[config.mk]
export PLATFORM = sky130hd
export DESIGN_NAME = fuse_cmd_ctrl
export DESIGN_NICKNAME = d
export VERILOG_FILES = /design/src/rtl/fcc_pkg.sv /design/src/rtl/fcc_power.sv /design/src/rtl/fcc_lockenc.sv /design/src/rtl/fcc_seq.sv /design/src/rtl/fcc_store.sv /design/src/rtl/fuse_cmd_ctrl.sv
export SDC_FILE = /design/constraint.sdc
export NUM_CORES = 2
export LEC_CHECK = 0
export BUFFER_PORTS_ARGS = -buffer_cell sky130_fd_sc_hd__buf_2
export CAP_MARGIN = 30
export CORE_MARGIN = 5
export CORE_UTILIZATION = 29
export DETAILED_ROUTE_END_ITERATION = 10
export PLACE_DENSITY = 0.43
export SYNTH_ARGS = -nofsm -noshare
export SYNTH_HDL_FRONTEND = slang
export SYNTH_HIERARCHICAL = 1
export SYNTH_SLANG_ARGS = --single-unit
export TNS_END_PERCENT = 50
[constraint.sdc]
create_clock -name clk -period 6.6 [get_ports clk]
set_input_delay 0.33 -clock clk [delete_from_list [all_inputs] [get_ports clk]]
set_output_delay 0.33 -clock clk [all_outputs]
set_load 0.005 [all_outputs]
[src/rtl/fcc_pkg.sv]
package fcc_pkg;
  localparam int BUS_AW = 12;
  localparam int DW     = 32;

  localparam logic [BUS_AW-1:0] OFF_CFG    = 12'h000;
  localparam logic [BUS_AW-1:0] OFF_CTRL   = 12'h004;
  localparam logic [BUS_AW-1:0] OFF_WDATA  = 12'h008;
  localparam logic [BUS_AW-1:0] OFF_STAT   = 12'h00C;
  localparam logic [BUS_AW-1:0] OFF_ERR    = 12'h040;
  localparam logic [BUS_AW-1:0] OFF_DIST   = 12'h080;
  localparam logic [BUS_AW-1:0] OFF_SHADOW = 12'h200;

  localparam int CMD_IDX_W = 8;
  localparam int BIT_PROG  = 8;
  localparam int BIT_LOCK  = 9;

  typedef enum logic [1:0] {
    OP_READ = 2'd0,
    OP_PROG = 2'd1,
    OP_LOCK = 2'd2
  } fcc_op_e;

  localparam logic [2:0] MODE_IDLE = 3'd0;
  localparam logic [2:0] MODE_READ = 3'd1;
  localparam logic [2:0] MODE_PROG = 3'd2;
  localparam logic [2:0] MODE_LOCK = 3'd3;
endpackage

[src/rtl/fcc_power.sv]
module fcc_power #(
  parameter int UP_CYC = 3,
  parameter int DN_CYC = 2
) (
  input  logic clk,
  input  logic rst_n,
  input  logic req,
  output logic on
);
  localparam int MAXD = (UP_CYC > DN_CYC) ? UP_CYC : DN_CYC;
  localparam int CW   = $clog2(MAXD + 1);

  logic          on_q, on_d;
  logic [CW-1:0] cnt_q, cnt_d;
  logic [CW-1:0] lim;

  always_comb begin
    lim   = req ? CW'(UP_CYC - 1) : CW'(DN_CYC - 1);
    on_d  = on_q;
    cnt_d = '0;
    if (req != on_q) begin
      if (cnt_q == lim) begin
        on_d  = req;
        cnt_d = '0;
      end else begin
        cnt_d = cnt_q + CW'(1);
      end
    end
  end

  always_ff @(posedge clk or negedge rst_n) begin
    if (!rst_n) begin
      on_q  <= 1'b0;
      cnt_q <= '0;
    end else begin
      on_q  <= on_d;
      cnt_q <= cnt_d;
    end
  end

  assign on = on_q;
endmodule

[src/rtl/fcc_lockenc.sv]
module fcc_lockenc #(
  parameter int IDX_W      = 6,
  parameter int UPPER_BASE = 32
) (
  input  logic [IDX_W-1:0] idx,
  output logic [IDX_W-1:0] row,
  output logic [31:0]      pat
);
  logic upper;

  assign upper = (int'(idx) >= UPPER_BASE);

  always_comb begin
    if (upper) begin
      row = (idx >> 4) + IDX_W'(2);
      pat = 32'd1 << idx[3:0];
    end else begin
      row = idx >> 3;
      pat = 32'd3 << {idx[2:0], 1'b0};
    end
  end
endmodule

[src/rtl/fcc_seq.sv]
module fcc_seq
  import fcc_pkg::*;
#(
  parameter int IDX_W      = 6,
  parameter int MAX_IDX    = 63,
  parameter int UPPER_BASE = 32,
  parameter int BUSY_CYC   = 4
) (
  input  logic                 clk,
  input  logic                 rst_n,
  input  logic                 cmd_wr,
  input  fcc_op_e              cmd_op,
  input  logic [CMD_IDX_W-1:0] cmd_idx,
  input  logic [DW-1:0]        prog_data,
  input  logic                 pwr_on,
  input  logic [DW-1:0]        arr_rdata,
  output logic                 busy,
  output logic [2:0]           mode,
  output logic                 prog_fail,
  output logic                 arr_we,
  output logic                 arr_lock_sel,
  output logic [IDX_W-1:0]     arr_addr,
  output logic [DW-1:0]        arr_wdata,
  output logic                 done,
  output fcc_op_e              done_op,
  output logic [IDX_W-1:0]     done_idx,
  output logic                 done_fail
);
  localparam int CNT_W = (BUSY_CYC > 2) ? $clog2(BUSY_CYC) : 1;

  logic             busy_q, busy_d;
  logic [CNT_W-1:0] cnt_q, cnt_d;
  fcc_op_e          op_q, op_d;
  logic [IDX_W-1:0] idx_q, idx_d, addr_q, addr_d;
  logic [DW-1:0]    wd_q, wd_d;
  logic             fail_q, fail_d;

  logic [IDX_W-1:0] new_idx, lk_row;
  logic [DW-1:0]    lk_pat;
  logic             accept, last, bad_rb;

  assign new_idx = cmd_idx[IDX_W-1:0];

  fcc_lockenc #(.IDX_W(IDX_W), .UPPER_BASE(UPPER_BASE)) u_lockenc (
    .idx (new_idx),
    .row (lk_row),
    .pat (lk_pat)
  );

  assign accept = cmd_wr && !busy_q && pwr_on && (int'(cmd_idx) <= MAX_IDX);
  assign last   = busy_q && (cnt_q == CNT_W'(BUSY_CYC - 1));
  assign bad_rb = ((arr_rdata & wd_q) != wd_q);

  always_comb begin
    busy_d = busy_q;
    cnt_d  = cnt_q;
    op_d   = op_q;
    idx_d  = idx_q;
    addr_d = addr_q;
    wd_d   = wd_q;
    fail_d = fail_q;
    if (accept) begin
      busy_d = 1'b1;
      cnt_d  = '0;
      op_d   = cmd_op;
      idx_d  = new_idx;
      addr_d = (cmd_op == OP_LOCK) ? lk_row : new_idx;
      wd_d   = (cmd_op == OP_LOCK) ? lk_pat : prog_data;
      fail_d = 1'b0;
    end else if (busy_q) begin
      if (last) begin
        busy_d = 1'b0;
        if (op_q != OP_READ) fail_d = bad_rb;
      end else begin
        cnt_d = cnt_q + CNT_W'(1);
      end
    end
  end

  always_ff @(posedge clk or negedge rst_n) begin
    if (!rst_n) begin
      busy_q <= 1'b0;
      cnt_q  <= '0;
      op_q   <= OP_READ;
      idx_q  <= '0;
      addr_q <= '0;
      wd_q   <= '0;
      fail_q <= 1'b0;
    end else begin
      busy_q <= busy_d;
      cnt_q  <= cnt_d;
      op_q   <= op_d;
      idx_q  <= idx_d;
      addr_q <= addr_d;
      wd_q   <= wd_d;
      fail_q <= fail_d;
    end
  end

  always_comb begin
    mode = MODE_IDLE;
    if (busy_q) begin
      case (op_q)
        OP_PROG: mode = MODE_PROG;
        OP_LOCK: mode = MODE_LOCK;
        default: mode = MODE_READ;
      endcase
    end
  end

  assign busy         = busy_q;
  assign prog_fail    = fail_q;
  assign arr_we       = busy_q && (cnt_q == '0) && (op_q != OP_READ);
  assign arr_lock_sel = busy_q && (op_q == OP_LOCK);
  assign arr_addr     = addr_q;
  assign arr_wdata    = wd_q;
  assign done         = last;
  assign done_op      = op_q;
  assign done_idx     = idx_q;
  assign done_fail    = last && (op_q != OP_READ) && bad_rb;
endmodule

[src/rtl/fcc_store.sv]
module fcc_store
  import fcc_pkg::*;
#(
  parameter int N_WORDS = 64,
  parameter int IDX_W   = 6,
  parameter int BK_W    = 1
) (
  input  logic             clk,
  input  logic             rst_n,
  input  logic             done,
  input  fcc_op_e          done_op,
  input  logic [IDX_W-1:0] done_idx,
  input  logic             done_fail,
  input  logic [DW-1:0]    arr_rdata,
  input  logic             arr_disturb,
  input  logic [IDX_W-1:0] sh_idx,
  input  logic [BK_W-1:0]  bank,
  output logic [DW-1:0]    sh_data,
  output logic [DW-1:0]    err_word,
  output logic [DW-1:0]    dist_word
);
  logic [DW-1:0]      shadow [N_WORDS];
  logic [N_WORDS-1:0] err_q, err_d, dist_q, dist_d;
  logic               rd_done, wr_done;

  assign rd_done = done && (done_op == OP_READ);
  assign wr_done = done && (done_op != OP_READ);

  for (genvar g = 0; g < N_WORDS; g++) begin : g_word
    logic sh_en;
    assign sh_en = rd_done && (done_idx == IDX_W'(g));
    always_ff @(posedge clk or negedge rst_n) begin
      if (!rst_n)     shadow[g] <= '0;
      else if (sh_en) shadow[g] <= arr_rdata;
    end
  end

  always_comb begin
    err_d  = err_q;
    dist_d = dist_q;
    if (wr_done) err_d[done_idx]  = done_fail;
    if (rd_done) dist_d[done_idx] = arr_disturb;
  end

  always_ff @(posedge clk or negedge rst_n) begin
    if (!rst_n) begin
      err_q  <= '0;
      dist_q <= '0;
    end else begin
      err_q  <= err_d;
      dist_q <= dist_d;
    end
  end

  assign sh_data   = shadow[sh_idx];
  assign err_word  = err_q[32*bank +: 32];
  assign dist_word = dist_q[32*bank +: 32];
endmodule

[src/rtl/fuse_cmd_ctrl.sv]
module fuse_cmd_ctrl
  import fcc_pkg::*;
#(
  parameter int N_WORDS    = 64,
  parameter int MAX_IDX    = N_WORDS - 1,
  parameter int UPPER_BASE = 32,
  parameter int BUSY_CYC   = 4,
  parameter int PWR_UP_CYC = 3,
  parameter int PWR_DN_CYC = 2,
  localparam int IDX_W     = $clog2(N_WORDS)
) (
  input  logic              clk,
  input  logic              rst_n,
  input  logic              bus_valid,
  input  logic              bus_write,
  input  logic [11:0]       bus_addr,
  input  logic [31:0]       bus_wdata,
  output logic              bus_rvalid,
  output logic [31:0]       bus_rdata,
  output logic              arr_we,
  output logic              arr_lock_sel,
  output logic [IDX_W-1:0]  arr_addr,
  output logic [31:0]       arr_wdata,
  input  logic [31:0]       arr_rdata,
  input  logic              arr_disturb
);
  localparam int NBANK = N_WORDS / 32;
  localparam int BK_W  = (NBANK > 1) ? $clog2(NBANK) : 1;
  localparam logic [BUS_AW-1:0] ERR_END  = OFF_ERR + BUS_AW'(4 * NBANK);
  localparam logic [BUS_AW-1:0] DIST_END = OFF_DIST + BUS_AW'(4 * NBANK);
  localparam logic [BUS_AW-1:0] SH_END   = OFF_SHADOW + BUS_AW'(4 * N_WORDS);

  logic          cfg_pwr, cfg_pwr_d;
  logic [DW-1:0] wdata_q, wdata_d;
  logic          wr_cfg, wr_ctrl, wr_wdata, rd_req;
  logic          pwr_on, busy, prog_fail;
  logic [2:0]    mode;
  fcc_op_e       cmd_op;
  logic          done, done_fail;
  fcc_op_e       done_op;
  logic [IDX_W-1:0] done_idx, sh_idx;
  logic [BK_W-1:0]  bank;
  logic [DW-1:0]    sh_data, err_word, dist_word;
  logic [BUS_AW-1:0] rel_err, rel_dist, rel_sh;
  logic          in_err, in_dist, in_sh;
  logic [DW-1:0] rd_d, rdata_q;
  logic          rvalid_q;

  assign wr_cfg   = bus_valid && bus_write && (bus_addr == OFF_CFG);
  assign wr_ctrl  = bus_valid && bus_write && (bus_addr == OFF_CTRL);
  assign wr_wdata = bus_valid && bus_write && (bus_addr == OFF_WDATA);
  assign rd_req   = bus_valid && !bus_write;

  always_comb begin
    if (bus_wdata[BIT_LOCK])      cmd_op = OP_LOCK;
    else if (bus_wdata[BIT_PROG]) cmd_op = OP_PROG;
    else                          cmd_op = OP_READ;
  end

  always_comb begin
    cfg_pwr_d = wr_cfg ? bus_wdata[0] : cfg_pwr;
    wdata_d   = wr_wdata ? bus_wdata : wdata_q;
  end

  always_ff @(posedge clk or negedge rst_n) begin
    if (!rst_n) begin
      cfg_pwr <= 1'b0;
      wdata_q <= '0;
    end else begin
      cfg_pwr <= cfg_pwr_d;
      wdata_q <= wdata_d;
    end
  end

  fcc_power #(.UP_CYC(PWR_UP_CYC), .DN_CYC(PWR_DN_CYC)) u_power (
    .clk   (clk),
    .rst_n (rst_n),
    .req   (cfg_pwr),
    .on    (pwr_on)
  );

  fcc_seq #(
    .IDX_W      (IDX_W),
    .MAX_IDX    (MAX_IDX),
    .UPPER_BASE (UPPER_BASE),
    .BUSY_CYC   (BUSY_CYC)
  ) u_seq (
    .clk          (clk),
    .rst_n        (rst_n),
    .cmd_wr       (wr_ctrl),
    .cmd_op       (cmd_op),
    .cmd_idx      (bus_wdata[CMD_IDX_W-1:0]),
    .prog_data    (wdata_q),
    .pwr_on       (pwr_on),
    .arr_rdata    (arr_rdata),
    .busy         (busy),
    .mode         (mode),
    .prog_fail    (prog_fail),
    .arr_we       (arr_we),
    .arr_lock_sel (arr_lock_sel),
    .arr_addr     (arr_addr),
    .arr_wdata    (arr_wdata),
    .done         (done),
    .done_op      (done_op),
    .done_idx     (done_idx),
    .done_fail    (done_fail)
  );

  assign rel_err  = bus_addr - OFF_ERR;
  assign rel_dist = bus_addr - OFF_DIST;
  assign rel_sh   = bus_addr - OFF_SHADOW;
  assign in_err   = (bus_addr >= OFF_ERR) && (bus_addr < ERR_END) && (bus_addr[1:0] == 2'b00);
  assign in_dist  = (bus_addr >= OFF_DIST) && (bus_addr < DIST_END) && (bus_addr[1:0] == 2'b00);
  assign in_sh    = (bus_addr >= OFF_SHADOW) && (bus_addr < SH_END) && (bus_addr[1:0] == 2'b00);
  assign sh_idx   = IDX_W'(rel_sh >> 2);
  assign bank     = in_dist ? BK_W'(rel_dist >> 2) : BK_W'(rel_err >> 2);

  fcc_store #(.N_WORDS(N_WORDS), .IDX_W(IDX_W), .BK_W(BK_W)) u_store (
    .clk         (clk),
    .rst_n       (rst_n),
    .done        (done),
    .done_op     (done_op),
    .done_idx    (done_idx),
    .done_fail   (done_fail),
    .arr_rdata   (arr_rdata),
    .arr_disturb (arr_disturb),
    .sh_idx      (sh_idx),
    .bank        (bank),
    .sh_data     (sh_data),
    .err_word    (err_word),
    .dist_word   (dist_word)
  );

  always_comb begin
    rd_d = '0;
    if (bus_addr == OFF_CFG)        rd_d = {31'd0, cfg_pwr};
    else if (bus_addr == OFF_WDATA) rd_d = wdata_q;
    else if (bus_addr == OFF_STAT)  rd_d = {26'd0, pwr_on, prog_fail, busy, mode};
    else if (in_err)                rd_d = err_word;
    else if (in_dist)               rd_d = dist_word;
    else if (in_sh)                 rd_d = sh_data;
  end

  always_ff @(posedge clk or negedge rst_n) begin
    if (!rst_n) begin
      rdata_q  <= '0;
      rvalid_q <= 1'b0;
    end else begin
      rvalid_q <= rd_req;
      if (rd_req) rdata_q <= rd_d;
    end
  end

  assign bus_rvalid = rvalid_q;
  assign bus_rdata  = rdata_q;
endmodule

==> run summary <==
Status = finished clean
Fraction of the cycle the final worst path needs = 61.0%
Cell type with the highest aggregate area in the netlist = sky130_fd_sc_hd__dfrtp_1
Die area = 378000 sq um
Switching component of the power = 0.00782 W
Relative slew margins = 25.2%
Sw Share = 24.4%
Maximum fanout along the worst path = 50
Input/output buffers = 153
Number of register bits inferred by synthesis = 2295
Count of standard-cell rows = 222
Portion of total power attributed to combinational logic = 8.0%
Count of flip-flops with a built-in enable after synthesis = 0
Routed via count divided by cell count = 5.25
Starting density of the core = 29.1%
Global-route usage over all layers = 19.7%
Area after DPL = 112000 sq um
Cell type of the slowest stage on the worst timing path = sky130_fd_sc_hd__a311oi_1
Count of synthesis-stage warnings from yosys = 6
Gp weighted congestion = 0.903
Path category of the worst min-delay check = in2reg
Grt met1 use = 27.9%
Dominant cell type by count on the critical path = sky130_fd_sc_hd__mux2i_1
Number of buffers inserted by post-CTS setup repair = 0
Buffer depth of the longest clock path = 4
Slowest stage delay, CP = 0.84 ns
H-tree levels = 5
Maximum number of pins on one net before global-route repair = 176
Clock share of power = 45.9%
Maximum capacitance violations = 0
DRC errors left = 0
Launching element type of the critical path = input pin
Height of the die = 615 um
Ratio of cells with drive above 1 in the final layout = 50.5%
Worst Max-Slew Pin Slew = 1.12 ns
Number of hold violations in the final report = 0
Part of the Yosys area used for sequential elements = 54.2%
Number of global-route vias before repair = 67100
Resized Gates After CTS = 0
Worst skew pair latency = 0.87 ns
Vias post-DR = 63200
Power Internal = 0.0243 W
Area added between synthesis and finish = 14.1%
TritonCTS clock tree = done
Number of hold buffers added after cts = 41
Data arrival time of the critical path = 4.77 ns
Peak Freq = 0.249 GHz
Post-synth ARST share = 100%
Area of the mapped netlist = 106000 sq um
Total half-perimeter wirelength after legalization and detailed placement = 227000 um
Average detailed-routed wire length per instance = 31.5 um
TritonRoute pass-1 iters = 5
Relative contribution of sequential cells to total power = 46.1%
Met2 Usage GRT = 31.2%
Final ANT Viol Nets = 0
Synthesized instance count = 7007
Leading cell types by total area after synthesis = sky130_fd_sc_hd__dfrtp_1 (54%), sky130_fd_sc_hd__mux2_2 (24%), sky130_fd_sc_hd__mux4_2 (9.9%)
Horizontal extent of the die = 615 um
Slew Limit Fails = 0
Core box area = 365000 sq um
Top-level I/O count = 154
Grt total ovfl = 0
Pwr/cell area = 265 nW/um^2
Clock tree skew after final layout = 0.0495 ns
Worst voltage drop across the vdd grid = 0.000169 V
RSZ-0062 raised after global routing = false
Dominant register cell in the synthesized netlist = sky130_fd_sc_hd__dfrtp_1
Worst endpoint required time = 7.35 ns
First-pass GRT wire length = 540000 um
Fin nets = 7109
Top-area cell type share of the netlist area = 54.2%
Critical setup path kind = in2reg
Final routed wirelength across all metal layers = 380000 um
Met3 layer usage reported by global route = 3.75%
Non-Filler Cell Area, Final = 121000 sq um
Grt peak-use layer = met2
Leakage = 51.7 nW
Library cell used as clock root buffer = sky130_fd_sc_hd__clkbuf_16
Clock sinks = 2295
Number of buffers created by CTS = 274
Starting DRT DRC Count = 4855
Type of element capturing the critical path = flip-flop
Filler instances = 35600
Count of final setup violators = 0
Number of distinct library cells after synthesis = 74
Antenna violations before repair = 27
Mean area per synthesized cell = 15.1 sq um
Most frequent cells in the layout = sky130_fd_sc_hd__dfrtp_1 (2295), sky130_fd_sc_hd__mux2_2 (2281), sky130_fd_sc_hd__mux4_2 (467), sky130_fd_sc_hd__clkbuf_16 (286), sky130_fd_sc_hd__buf_4 (203)
Chain of cells forming the critical path = buf_8, buf_12, mux4_2, mux2i_1, mux2i_1, a21oi_1, a311oi_1, a22oi_1, o31ai_1
Aggregate negative setup slack = 0 ns
Clock slew seen by the registers of the worst setup and hold paths = 0.06 ns
Crit path time final = 4.02 ns
Most common cell after layout, fill and taps aside = sky130_fd_sc_hd__dfrtp_1
cell type report:
type	instances	area (sq um)	share of cell area (%)
Tap cell	4816	6030	4.98
Antenna cell	17	42.5	0.0352
Clock inverter	43	385	0.319
Clock buffer	412	8160	6.75
Multi-Input combinational cell	3977	45200	37.4
Sequential cell	2295	57400	47.5
Inverter	37	141	0.117
Timing Repair Buffer	438	3550	2.93
cell families after synthesis:
| logic type | Yosys count | share of synthesized area, % |
|---|---|---|
| flops | 2295 | 54.2 |
| simple gates | 504 | 2.44 |
| mux | 2972 | 36.6 |
| buf+inv | 753 | 3.58 |
| fa+ha+maj | 5 | 0.0590 |
| compound gates | 475 | 3.15 |
| xor+xnor | 1 | 0.00826 |
| other cells | 2 | 0.00708 |
cell usage after synthesis, types with 21 or more instances:
| cell type | instances |
|---|---|
| sky130_fd_sc_hd__a21oi_1 | 86 |
| sky130_fd_sc_hd__a22oi_1 | 168 |
| sky130_fd_sc_hd__a311oi_1 | 26 |
| sky130_fd_sc_hd__and3_1 | 26 |
| sky130_fd_sc_hd__buf_1 | 118 |
| sky130_fd_sc_hd__buf_2 | 193 |
| sky130_fd_sc_hd__buf_4 | 57 |
| sky130_fd_sc_hd__buf_6 | 31 |
| sky130_fd_sc_hd__clkbuf_1 | 295 |
| sky130_fd_sc_hd__dfrtp_1 | 2295 |
| sky130_fd_sc_hd__inv_1 | 36 |
| sky130_fd_sc_hd__mux2_2 | 2281 |
| sky130_fd_sc_hd__mux2i_1 | 192 |
| sky130_fd_sc_hd__mux4_1 | 22 |
| sky130_fd_sc_hd__mux4_2 | 467 |
| sky130_fd_sc_hd__nand2_1 | 163 |
| sky130_fd_sc_hd__nand2b_1 | 23 |
| sky130_fd_sc_hd__nand3b_1 | 39 |
| sky130_fd_sc_hd__nor2_1 | 120 |
| sky130_fd_sc_hd__nor2b_1 | 21 |
| sky130_fd_sc_hd__o21ai_1 | 23 |
| sky130_fd_sc_hd__o221ai_1 | 27 |
| sky130_fd_sc_hd__o22ai_1 | 44 |
| sky130_fd_sc_hd__o31ai_1 | 32 |
flip-flops by register name (all words and copies together), names as in the netlist:
signal           count
u_seq/arr_addr       6
u_power/cnt_q        2
wdata_q             32
u_store/err_q       64
u_seq/busy           1
u_seq/prog_fail      1
cfg_pwr              1
u_seq/done_idx       6
u_power/on           1
u_store/shadow    2048
u_seq/done_op        2
u_seq/arr_wdata     32
u_store/dist_q      64
u_seq/cnt_q          2
bus_rdata           32
bus_rvalid           1
metrics by stage:
step / hold WS, ns / utilization, % / cells / setup slack (ns) / power, W
final: 0.0871 / 33.1 / 12000 / 2.58 / 0.0321
after CTS: 0.0257 / 33.1 / 12000 / 2.67 / 0.0326
after global routing: 0.0742 / 33.1 / 12000 / 2.60 / 0.0333
after detailed placement: 0.443 / 30.6 / 11500 / 1.76 / 0.0176
after floorplan: 0.0344 / - / 7025 / 3.99 / 0.0164
after global placement: 0.439 / 30.6 / 11500 / 1.44 / 0.0176
power by group through the flow:
stage / clock network (W) / registers [W] / logic [W]
final: 0.0147 / 0.0148 / 0.00257
after global routing: 0.0157 / 0.0148 / 0.00275
after CTS: 0.0152 / 0.0148 / 0.00262
after detailed placement: 0 / 0.0150 / 0.00259
after global placement: 0 / 0.0150 / 0.00255
after floorplan: 0 / 0.0149 / 0.00146
routing by layer:
metal,part of all wire (%),vias to the layer above
met5,0.0034,-
met4,2.7,2
met3,5.5,438
met2,46,1531
met1,46,35200
li1,-,26000
path summary, 6_finish.rpt:
check / to / cells after the start / from / slack, ns
worst max-delay path: bus_rdata[5] / 9 / bus_addr[2] / 2.58
worst min-delay path: cfg_pwr / 4 / bus_valid / 0.09
worst max register to register: u_store/shadow[946] / 5 / u_seq/done_idx[1] / 2.88
worst min register to register: u_power/cnt_q[0] / 1 / u_power/cnt_q[0] / 0.48
max in group asynchronous: u_store/shadow[1561] / 4 / rst_n / 4.38
min in group asynchronous: u_store/shadow[34] / 2 / rst_n / 0.28
worst max-delay path, delay by kind of cell:
family	cells	cell delay, ns
buffers and inverters	2	0.87
multiplexers	3	1.18
AO/OA/AOI/OAI	4	2.07
No activity file was read; power rests on OpenSTA's default activity.
